## src/rtl/fgc_pkg.sv

```systemverilog
// Package: shared types for the flash guard controller.
// Assumes: read modes and sequencer states are only used inside this block.
package fgc_pkg;
    typedef enum logic [1:0] {
        MODE_ARRAY  = 2'd0,
        MODE_IDENT  = 2'd1,
        MODE_STATUS = 2'd2
    } rd_mode_e;

    typedef enum logic [2:0] {
        SQ_IDLE, SQ_K1, SQ_K2, SQ_SETUP, SQ_S1, SQ_S2
    } seq_e;

    localparam logic [7:0] KEY_A    = 8'hAA;
    localparam logic [7:0] KEY_B    = 8'h55;
    localparam logic [7:0] CMD_SET  = 8'h60;
    localparam logic [7:0] CMD_LOCK = 8'h20;
    localparam logic [7:0] CMD_FREE = 8'h40;
    localparam logic [7:0] CMD_ID   = 8'h90;
    localparam logic [7:0] CMD_RST  = 8'hF0;
endpackage

```

## src/rtl/fgc_cmd_decode.sv

```systemverilog
// Module: write-sequence decoder. Emits one-cycle command pulses on the
// write that completes a sequence. Assumes bus_wr is a single-cycle strobe
// and that en is low whenever writes must be ignored.
module fgc_cmd_decode #(
    parameter int ADDR_W = 20,
    parameter int KEY_W  = 16,
    parameter logic [KEY_W-1:0] KEY_ADDR1 = 16'h5555,
    parameter logic [KEY_W-1:0] KEY_ADDR2 = 16'h2AAA
) (
    input  logic              clk,
    input  logic              rst_n,
    input  logic              halt,
    input  logic              en,
    input  logic              wr,
    input  logic [ADDR_W-1:0] addr,
    input  logic [7:0]        wdata,
    output logic              go_lock,
    output logic              go_free,
    output logic              go_id,
    output logic              go_rst
);
    import fgc_pkg::*;

    seq_e state_q, state_d;
    logic hit1, hit2, fire;

    assign hit1 = (addr[KEY_W-1:0] == KEY_ADDR1);
    assign hit2 = (addr[KEY_W-1:0] == KEY_ADDR2);
    assign fire = en && wr;

    // Next-state and command pulses for the current write.
    always_comb begin
        state_d = state_q;
        go_lock = 1'b0;
        go_free = 1'b0;
        go_id   = 1'b0;
        go_rst  = 1'b0;
        if (fire) begin
            state_d = SQ_IDLE;
            if (wdata == CMD_RST) begin
                go_rst = 1'b1;
            end else begin
                case (state_q)
                    SQ_IDLE:  if (hit1 && wdata == KEY_A) state_d = SQ_K1;
                    SQ_K1:    if (hit2 && wdata == KEY_B) state_d = SQ_K2;
                    SQ_K2: begin
                        if (hit1 && wdata == CMD_SET) state_d = SQ_SETUP;
                        go_id = hit1 && (wdata == CMD_ID);
                    end
                    SQ_SETUP: if (hit1 && wdata == KEY_A) state_d = SQ_S1;
                    SQ_S1:    if (hit2 && wdata == KEY_B) state_d = SQ_S2;
                    SQ_S2: begin
                        go_lock = (wdata == CMD_LOCK);
                        go_free = (wdata == CMD_FREE);
                    end
                    default:  state_d = SQ_IDLE;
                endcase
            end
        end
    end

    // Sequencer state register; power-down returns it to idle.
    always_ff @(posedge clk) begin
        if (!rst_n || halt) state_q <= SQ_IDLE;
        else                state_q <= state_d;
    end

    assert_halt_idle_R10: assert property (@(posedge clk) disable iff (!rst_n)
        halt |=> (state_q == SQ_IDLE));
    assert_one_cmd_R4: assert property (@(posedge clk) disable iff (!rst_n)
        $onehot0({go_lock, go_free, go_id, go_rst}));
endmodule

```

## src/rtl/fgc_protect.sv

```systemverilog
// Module: end-sector protect flags and the timed lock/unprotect operation.
// Assumes start pulses never arrive while busy (the top gates writes).
// Flag bit 0 is sector 0, bit 1 is the top sector.
module fgc_protect #(
    parameter int SECTORS   = 16,
    parameter int OP_CYCLES = 8,
    localparam int SEC_W = $clog2(SECTORS),
    localparam int CNT_W = $clog2(OP_CYCLES + 1)
) (
    input  logic             clk,
    input  logic             rst_n,
    input  logic             halt,
    input  logic             go_lock,
    input  logic             go_free,
    input  logic [SEC_W-1:0] sector,
    input  logic             wp_hi,
    output logic [1:0]       prot,
    output logic             busy,
    output logic             done
);
    logic [CNT_W-1:0] cnt_q;
    logic [1:0]       mask_q;
    logic             set_q;

    // Operation timer, pending mask and flag update at completion.
    always_ff @(posedge clk) begin
        if (!rst_n) begin
            prot <= 2'b00; busy <= 1'b0; done <= 1'b0;
            cnt_q <= '0; mask_q <= 2'b00; set_q <= 1'b0;
        end else if (halt) begin
            busy <= 1'b0; done <= 1'b0; cnt_q <= '0;
        end else if (go_lock || go_free) begin
            busy   <= 1'b1;
            done   <= 1'b0;
            cnt_q  <= CNT_W'(OP_CYCLES);
            set_q  <= go_lock;
            mask_q <= wp_hi ? {sector == SEC_W'(SECTORS - 1), sector == '0} : 2'b00;
        end else if (busy) begin
            cnt_q <= cnt_q - 1'b1;
            if (cnt_q == CNT_W'(1)) begin
                busy <= 1'b0;
                done <= 1'b1;
                prot <= set_q ? (prot | mask_q) : (prot & ~mask_q);
            end
        end
    end

    assert_flag_change_R2: assert property (@(posedge clk) disable iff (!rst_n)
        !$stable(prot) |-> $past(busy) && !$past(halt));
    assert_done_after_op_R3: assert property (@(posedge clk) disable iff (!rst_n)
        $rose(done) |-> $past(busy));
endmodule

```

## src/rtl/fgc_pe_gate.sv

```systemverilog
// Module: program/erase admission and run timer. Decides from the
// write-protect level and protect flags whether a request may start;
// a refused request sets a sticky error. Assumes pe_req is one cycle.
module fgc_pe_gate #(
    parameter int SECTORS   = 16,
    parameter int PE_CYCLES = 6,
    localparam int SEC_W = $clog2(SECTORS),
    localparam int CNT_W = $clog2(PE_CYCLES + 1)
) (
    input  logic             clk,
    input  logic             rst_n,
    input  logic             halt,
    input  logic             en,
    input  logic             pe_req,
    input  logic [SEC_W-1:0] pe_sector,
    input  logic             wp_hi,
    input  logic [1:0]       prot,
    output logic             pe_busy,
    output logic             err
);
    logic [CNT_W-1:0] cnt_q;
    logic             guarded, allow, take;

    assign guarded = (pe_sector == '0 && prot[0]) ||
                     (pe_sector == SEC_W'(SECTORS - 1) && prot[1]);
    assign allow   = wp_hi || !guarded;
    assign take    = en && pe_req && !pe_busy;

    // Run timer and sticky refusal flag.
    always_ff @(posedge clk) begin
        if (!rst_n || halt) begin
            pe_busy <= 1'b0; cnt_q <= '0; err <= 1'b0;
        end else if (take && allow) begin
            pe_busy <= 1'b1; cnt_q <= CNT_W'(PE_CYCLES);
        end else begin
            if (take) err <= 1'b1;
            if (pe_busy) begin
                cnt_q <= cnt_q - 1'b1;
                if (cnt_q == CNT_W'(1)) pe_busy <= 1'b0;
            end
        end
    end

    assert_block_R8: assert property (@(posedge clk) disable iff (!rst_n)
        (take && !wp_hi && pe_sector == '0 && prot[0] && !halt) |=> (!pe_busy && err));
endmodule

```

## src/rtl/flash_guard_ctrl.sv

```systemverilog
// Module: top of the flash guard controller. Holds the read mode, the
// power-down recovery counter and the read multiplexer; ties the decoder,
// protect flags and program/erase gate together. Assumes all inputs are
// synchronous to clk and that array data is supplied from outside.
module flash_guard_ctrl #(
    parameter int ADDR_W     = 20,
    parameter int SECTORS    = 16,
    parameter int OP_CYCLES  = 8,
    parameter int PE_CYCLES  = 6,
    parameter int REC_CYCLES = 140,
    parameter logic [7:0] MAKER_ID = 8'hC2,
    parameter logic [7:0] PART_ID  = 8'hF1,
    localparam int SEC_W = $clog2(SECTORS),
    localparam int REC_W = $clog2(REC_CYCLES + 1)
) (
    input  logic              clk,
    input  logic              rst_n,
    input  logic              wake,
    input  logic              wp_hi,
    input  logic              bus_wr,
    input  logic [ADDR_W-1:0] bus_addr,
    input  logic [7:0]        bus_wdata,
    input  logic [7:0]        arr_data,
    output logic [7:0]        rd_data,
    output logic              rd_drive,
    input  logic              pe_req,
    input  logic [SEC_W-1:0]  pe_sector,
    output logic              pe_busy
);
    import fgc_pkg::*;

    rd_mode_e         mode_q;
    logic [REC_W-1:0] rec_q;
    logic             halt, ready;
    logic             go_lock, go_free, go_id, go_rst;
    logic [1:0]       prot;
    logic             op_busy, op_done, pe_err;
    logic [7:0]       status;

    assign halt   = !wake;
    assign ready  = wake && (rec_q == '0);
    assign status = {op_done, 2'b00, pe_err, 4'b0000};

    fgc_cmd_decode #(.ADDR_W(ADDR_W)) u_dec (
        .clk(clk), .rst_n(rst_n), .halt(halt), .en(ready && !op_busy),
        .wr(bus_wr), .addr(bus_addr), .wdata(bus_wdata),
        .go_lock(go_lock), .go_free(go_free), .go_id(go_id), .go_rst(go_rst)
    );

    fgc_protect #(.SECTORS(SECTORS), .OP_CYCLES(OP_CYCLES)) u_prot (
        .clk(clk), .rst_n(rst_n), .halt(halt),
        .go_lock(go_lock), .go_free(go_free),
        .sector(bus_addr[ADDR_W-1 -: SEC_W]), .wp_hi(wp_hi),
        .prot(prot), .busy(op_busy), .done(op_done)
    );

    fgc_pe_gate #(.SECTORS(SECTORS), .PE_CYCLES(PE_CYCLES)) u_gate (
        .clk(clk), .rst_n(rst_n), .halt(halt), .en(ready),
        .pe_req(pe_req), .pe_sector(pe_sector), .wp_hi(wp_hi), .prot(prot),
        .pe_busy(pe_busy), .err(pe_err)
    );

    // Read mode follows completed commands; power-down forces array read.
    always_ff @(posedge clk) begin
        if (!rst_n || halt)         mode_q <= MODE_ARRAY;
        else if (go_rst)            mode_q <= MODE_ARRAY;
        else if (go_id)             mode_q <= MODE_IDENT;
        else if (go_lock || go_free) mode_q <= MODE_STATUS;
    end

    // Recovery counter: loaded while asleep, counts down after wake.
    always_ff @(posedge clk) begin
        if (!rst_n)              rec_q <= '0;
        else if (halt)           rec_q <= REC_W'(REC_CYCLES);
        else if (rec_q != '0)    rec_q <= rec_q - 1'b1;
    end

    // Read multiplexer for the current mode.
    always_comb begin
        rd_data = 8'h00;
        if (ready) begin
            case (mode_q)
                MODE_IDENT: begin
                    case (bus_addr[7:0])
                        8'h00:   rd_data = MAKER_ID;
                        8'h01:   rd_data = PART_ID;
                        8'h02:   rd_data = {6'b0, prot};
                        default: rd_data = 8'h00;
                    endcase
                end
                MODE_STATUS: rd_data = status;
                default:     rd_data = arr_data;
            endcase
        end
    end
    assign rd_drive = ready;

    assert_hiz_R10: assert property (@(posedge clk) disable iff (!rst_n)
        !wake |-> !rd_drive);
    assert_status_clear_R10: assert property (@(posedge clk) disable iff (!rst_n)
        !wake |=> (status == 8'h00 && !pe_busy));
    assert_wake_hold_R11: assert property (@(posedge clk) disable iff (!rst_n)
        $rose(wake) |-> !rd_drive);
endmodule

```

## config.mk

```make
export PLATFORM = sky130hd
export DESIGN_NAME = flash_guard_ctrl
export DESIGN_NICKNAME = d
export VERILOG_FILES = /design/src/rtl/fgc_pkg.sv /design/src/rtl/fgc_cmd_decode.sv /design/src/rtl/fgc_protect.sv /design/src/rtl/fgc_pe_gate.sv /design/src/rtl/flash_guard_ctrl.sv
export SDC_FILE = /design/constraint.sdc
export NUM_CORES = 1
export LEC_CHECK = 0
export BUFFER_PORTS_ARGS = -buffer_cell sky130_fd_sc_hd__buf_2
export CAP_MARGIN = 20
export CORE_MARGIN = 4
export CORE_UTILIZATION = 47
export DETAILED_ROUTE_END_ITERATION = 8
export GPL_TIMING_DRIVEN = 0
export PLACE_DENSITY_LB_ADDON = 0.05
export SLEW_MARGIN = 10
export SYNTH_ARGS = -nofsm -noshare
export SYNTH_HDL_FRONTEND = slang
export SYNTH_HIERARCHICAL = 1
export SYNTH_SLANG_ARGS = --single-unit
```

## constraint.sdc

```tcl
create_clock -name clk -period 2.7 [get_ports clk]
set_input_delay 0 -clock clk [delete_from_list [all_inputs] [get_ports clk]]
set_output_delay 0 -clock clk [all_outputs]
set_load 0.005 [all_outputs]
```

# Word-level counts from Yosys, hierarchy flattened
# Index checks and enable logic that the tools add are counted.
# W data, S select, Z words.
[totals]
register_bits = 29
inputBits = 46
out_inout_bits = 10
elab_cells = 125
[classes]
add_sub_neg = 3
n_eq_ne = 23
mux = 37
n_bitwise = 7
n_reduce_logical = 39
[ops]
columns = ["op", "n"]
rows = [
  ["$eq A8 B7 Y1 const B", 3],
  ["$eq A8 B8 Y1 const B", 3],
  ["$mux W8", 3],
  ["$pmux W8 S3", 1],
  ["$mux W1", 20],
  ["$eq A16 B14 Y1 const B", 1],
  ["$eq A16 B15 Y1 const B", 1],
  ["$logic_not A8 Y1", 2],
  ["$pmux W8 S2", 1],
  ["$mux W3", 5],
  ["$pmux W3 S5", 1],
  ["$logic_and A1 B1 Y1", 12],
  ["$eq A4 B4 Y1 const B", 2],
  ["$eq A8 B1 Y1 const B", 1],
  ["$eq A8 B2 Y1 const B", 1],
  ["$eq A8 B6 Y1 const B", 1],
  ["$logic_not A4 Y1", 2],
  ["$mux W2", 4],
  ["$mux W4", 2],
  ["$reduce_and A2 Y1", 4],
  ["$reduce_bool A8 Y1", 1],
  ["$sub A8 B1 Y8 const B", 1],
  ["$eq A3 B1 Y1 const B", 2],
  ["$eq A3 B2 Y1 const B", 2],
  ["other kinds (18)", 33],
]

# Longest topological paths before layout
[depth]
word_depth = 8
ltp_mapped = 11

# Hierarchy
# Netlist, hierarchy kept.
[modules_own_cells]
columns = ["mod", "instances", "cells_per_inst", "area_each_um2", "seq_area_each_um2"]
rows = [
  ["flash_guard_ctrl", 1, 85, 668.1, 200.2],
  ["fgc_protect", 1, 54, 515.5, 220.2],
  ["fgc_cmd_decode", 1, 62, 514.2, 60.1],
  ["fgc_pe_gate", 1, 32, 296.5, 100.1],
]

# Worst setup path before layout
# OpenSTA, ideal clock, no wires.
[synth_timing]
kind = "register to register"
start = "reg rec_q[4]"
end = "reg u_prot.mask_q[0]"
setup_ns = 0.092
t_arrival_ns = 2.624
t_required_ns = 2.608
path_slack_ns = -0.016
path_stages_with_launch = 10
path_buffers = 0
synth_period_minus_slack_ns = 2.716
path_cell_list = "dfxtp_1 -> or4_4 -> nor3_4 -> nand2_4 -> nor2_1 -> nand2_1 -> nor4_1 -> o21ba_1 -> nand2_1 -> o32ai_1"
[synth_via]
elab_chain_cells = 7
elab_cells_between_ends = 8
[synth_rtl]
columns = ["element", "line", "source"]
rows = [
  ["start, declared", "flash_guard_ctrl.sv:33", "logic [REC_W-1:0] rec_q;"],
  ["start signal, assigned", "flash_guard_ctrl.sv:74", "else if (halt) rec_q <= REC_W'(REC_CYCLES);"],
  ["start signal, assigned", "flash_guard_ctrl.sv:75", "else if (rec_q != '0) rec_q <= rec_q - 1'b1;"],
  ["$logic_not A8 Y1", "flash_guard_ctrl.sv:41", "assign ready = wake && (rec_q == '0);"],
  ["$logic_and A1 B1 Y1", "flash_guard_ctrl.sv:41", ""],
  ["$logic_and A1 B1 Y1", "flash_guard_ctrl.sv:45", ".clk(clk), .rst_n(rst_n), .halt(halt), .en(ready && !op_busy),"],
  ["$logic_and A1 B1 Y1", "fgc_cmd_decode.sv:29", "assign fire = en && wr;"],
  ["$mux W1", "fgc_cmd_decode.sv:38", "if (fire) begin"],
  ["named net go_lock", "flash_guard_ctrl.sv:35", "logic go_lock, go_free, go_id, go_rst;"],
  ["$logic_or A1 B1 Y1", "fgc_protect.sv:32", "end else if (go_lock || go_free) begin"],
  ["$reduce_and A2 Y1 (no source line)", "-", ""],
  ["end signal, assigned", "fgc_protect.sv:37", "mask_q <= wp_hi ? {sector == SEC_W'(SECTORS - 1), sector == '0} : 2'b00;"],
  ["end, declared", "fgc_protect.sv:22", "logic [1:0] mask_q;"],
]
# The timed path passes the listed nets, and every way through them passes these cells.
# A chain may end at the register's enable or synchronous reset.

# Worst setup path after layout
# Same ends and word-level chain as after synthesis.

==> impl_metrics.yaml <==
pwr:
  pwr-share-clk_pct: 41.6
  combPwrFrac_pct: 18.0
  p_switching_mw: 0.282
  p_sw_share_pct: 25.1
  irDropWorstVdd_uv: 416
  power.density_mw_per_mm2: 443
  intPower_mw: 0.839
  power.leakage_nw: 1.01
  pwr-share-seq_pct: 40.4
worst_setup_path:
  crit_required_ps: 2890
  regToRegStartpoint: "rec_q[4]"
  critical_path_class: "flop to flop"
  critPathArrivalTime_ps: 2620
  endpoint_kind: "flop"
  startpoint_type: "flop"
  critPathMaxFanout: 6
  crit_start: "rec_q[4]"
detailed_routing:
  drc: 0
  drt-wirelength-per-cell_um: 13.6
  drt_wl_total_um: 4780
  drtIter0Drc: 83
  vias: 1932
  ant_nets: 0
  drt_pass1_iterations: 4
  routed_via_density: 5.50
floorplan:
  initial_core_util_pct: 49.2
  coreArea_mm2: 0.00406
  boundaryPins: 56
  die_y_um: 73.1
  dieWidth_um: 73.1
  die-area_mm2: 0.00535
  row_count: 23
logic_synthesis:
  synth_edf_count: 0
  syn-num-nets: 287
  ys.flop_type: "dfxtp_1"
  synthTopCellsByArea: "dfxtp_1, ha_1, nand2_1, inv_1, nand2b_1"
  yosysWarnings: 6
  syn_avg_cell_area_um2: 8.56
  yosysTopAreaCellShare_pct: 29.1
  async_flop_share_pct: 0
  synth.most_common_cell: "dfxtp_1"
  synth_top_cell_by_area: "dfxtp_1"
  ys_ff_latch: 29
  synth_common_cells: "dfxtp_1, nand2_1, inv_1"
  synth_cell_types: 62
  synth_cells: 233
  netlist_area_mm2: 0.00199
  yosysSeqAreaShare_pct: 29.1
clocking:
  cts_tree: "yes"
  htree_levels: 2
  clkTransAtPathRegs_ps: 60
  cts_made_buffers: 5
  root_buffer: "clkbuf_8"
  cts.sinks: 29
  clock_path_buffers: 2
  clock_latency_ps: 280
global_route:
  grt_pass1_vias: 1867
  grt_pass1_wl_um: 8020
  grt_max_degree: 16
  track_usage_pct: 19.0
  antenna_found_initial: 0
  grt_overflow: 0
placed_design:
  dpl_cell_area_mm2: 0.00234
  dp_hpwl_um: 3740
  place_congestion: 0.803
  place_inst: 338
  port_buffers: 55
final_layout:
  fin_cells: 351
  fin_util_pct: 62.4
  fin_area_mm2: 0.00253
  diodes: 0
  fillers: 365
  nets: 354
  drive_gt1_share_pct: 27.6
  synthToLayoutAreaGrowth_pct: 26.9
sta:
  slew_headroom_pct: 68.3
  finalCritPeriodShare_pct: 90.2
  setup_viol: 0
  min_period_ps: 2440
  slew_viol_final: 0
  hold_violations: 0
  rsz0062_at_grt: "false"
  tightest_slew_ps: 469
  whs_ps: 15.6
  finClkSkew_ps: 5.17
  clock.fmax_mhz: 410
hold_path:
  hp-class: "input port to flop"
  holdCritStartpoint: "bus_addr[16]"
flow_run:
  maxCapViolCount: 0
outcome:
  status: "finished, final reports clean"
[flip-flops by register name (all words and copies together) (netlist names), named ones only]
name / flops
mode_q: 2
rec_q: 8
u_dec/state_q: 3
u_gate/cnt_q: 3
u_gate/err: 1
u_gate/pe_busy: 1
u_prot/busy: 1
u_prot/cnt_q: 4
u_prot/done: 1
u_prot/mask_q: 2
u_prot/set_q: 1
[power groups by stage]
stage	sequential, mW	combinational (mW)	clock, mW
finish	0.453	0.201	0.467
global route	0.455	0.228	0.493
CTS	0.453	0.201	0.478
detailed placement	0.462	0.191	0
global placement	0.462	0.190	0
floorplan	0.460	0.115	0
[cells by family after synthesis]
logic type,after synthesis,share of synthesized area (%)
XOR/XNOR,9,3.95
flip-flops,29,29.1
adder cells (fa/ha/maj),8,5.02
multiplexers,2,1.00
buffers and inverters,18,3.45
AND/OR/NAND/NOR,128,43.2
AO/OA/AOI/OAI,39,14.2
[metal layers]
metal	vias up	track usage, %	routed length [um]
li1	1008	-	-
met1	889	24.2	2220
met2	31	32.0	2310
met3	4	4.27	205
met4	0	4.92	46
met5	-	0	0
[placed cells by master (no fill, tap or decap), types with 5 or more instances in the layout]
| cell | n |
|---|---|
| ha_1 | 8 |
| nand4b_1 | 6 |
| nand4_1 | 5 |
| a21oi_1 | 9 |
| or3_1 | 5 |
| nor2_1 | 13 |
| inv_1 | 15 |
| clkbuf_8 | 6 |
| and3_1 | 5 |
| nand2b_1 | 9 |
| buf_2 | 55 |
| o21ai_0 | 8 |
| xnor2_1 | 6 |
| nor3_1 | 10 |
| nand2_1 | 24 |
| dfxtp_1 | 29 |
[per-stage QoR]
step | setup TNS [ps] | total power [mW] | setup WS (ps)
2_1_floorplan | 0 | 0.575 | 3.99
3_3_place_gp | -2950 | 0.652 | -438
3_5_place_dp | -3310 | 0.653 | -437
4_1_cts | 0 | 1.13 | 66.5
5_1_grt | 0 | 1.18 | 58.3
6_report | 0 | 1.12 | 264
[timing repair]
item,in CTS,in global routing
setup endpoints to repair,13,5
gates resized for setup,3,2
pin swaps,1,2
setup buffers,1,0
hold buffers,4,0
endpoints found under the hold margin,3,0
[worst max-delay path, cell delays in order, from the launching register on]
cell and delay, ps:
dfxtp_1 340, or4_4 570, nor3_4 180, nand2_4 110, nor2_2 140, nand2_2 130, nor4_4 260, o21ba_1 240
nand2_1 80, o32ai_1 270
[path summary, 6_finish.rpt]
kind	cells past startpoint	slack, ps	end
hold reg to reg	2	480	u_prot/mask_q[1]
hold / removal	3	20	u_prot/mask_q[0]
setup reg to reg	9	260	u_prot/mask_q[0]
setup / recovery	9	260	u_prot/mask_q[0]
[area by class of cell]
cell class / instances / area (um2) / share of cell area (%)
Buffer: 2 / 7.51 / 0.297
Clock buffer: 7 / 86.3 / 3.41
Clock inverter: 1 / 30.0 / 1.19
Inverter: 16 / 61.3 / 2.42
Multi-Input combinational cell: 186 / 1380 / 54.5
Sequential cell: 29 / 581 / 22.9
Tap cell: 50 / 62.6 / 2.47
Timing Repair Buffer: 60 / 323 / 12.8
Note: power is estimated with default switching activity, not from simulation.
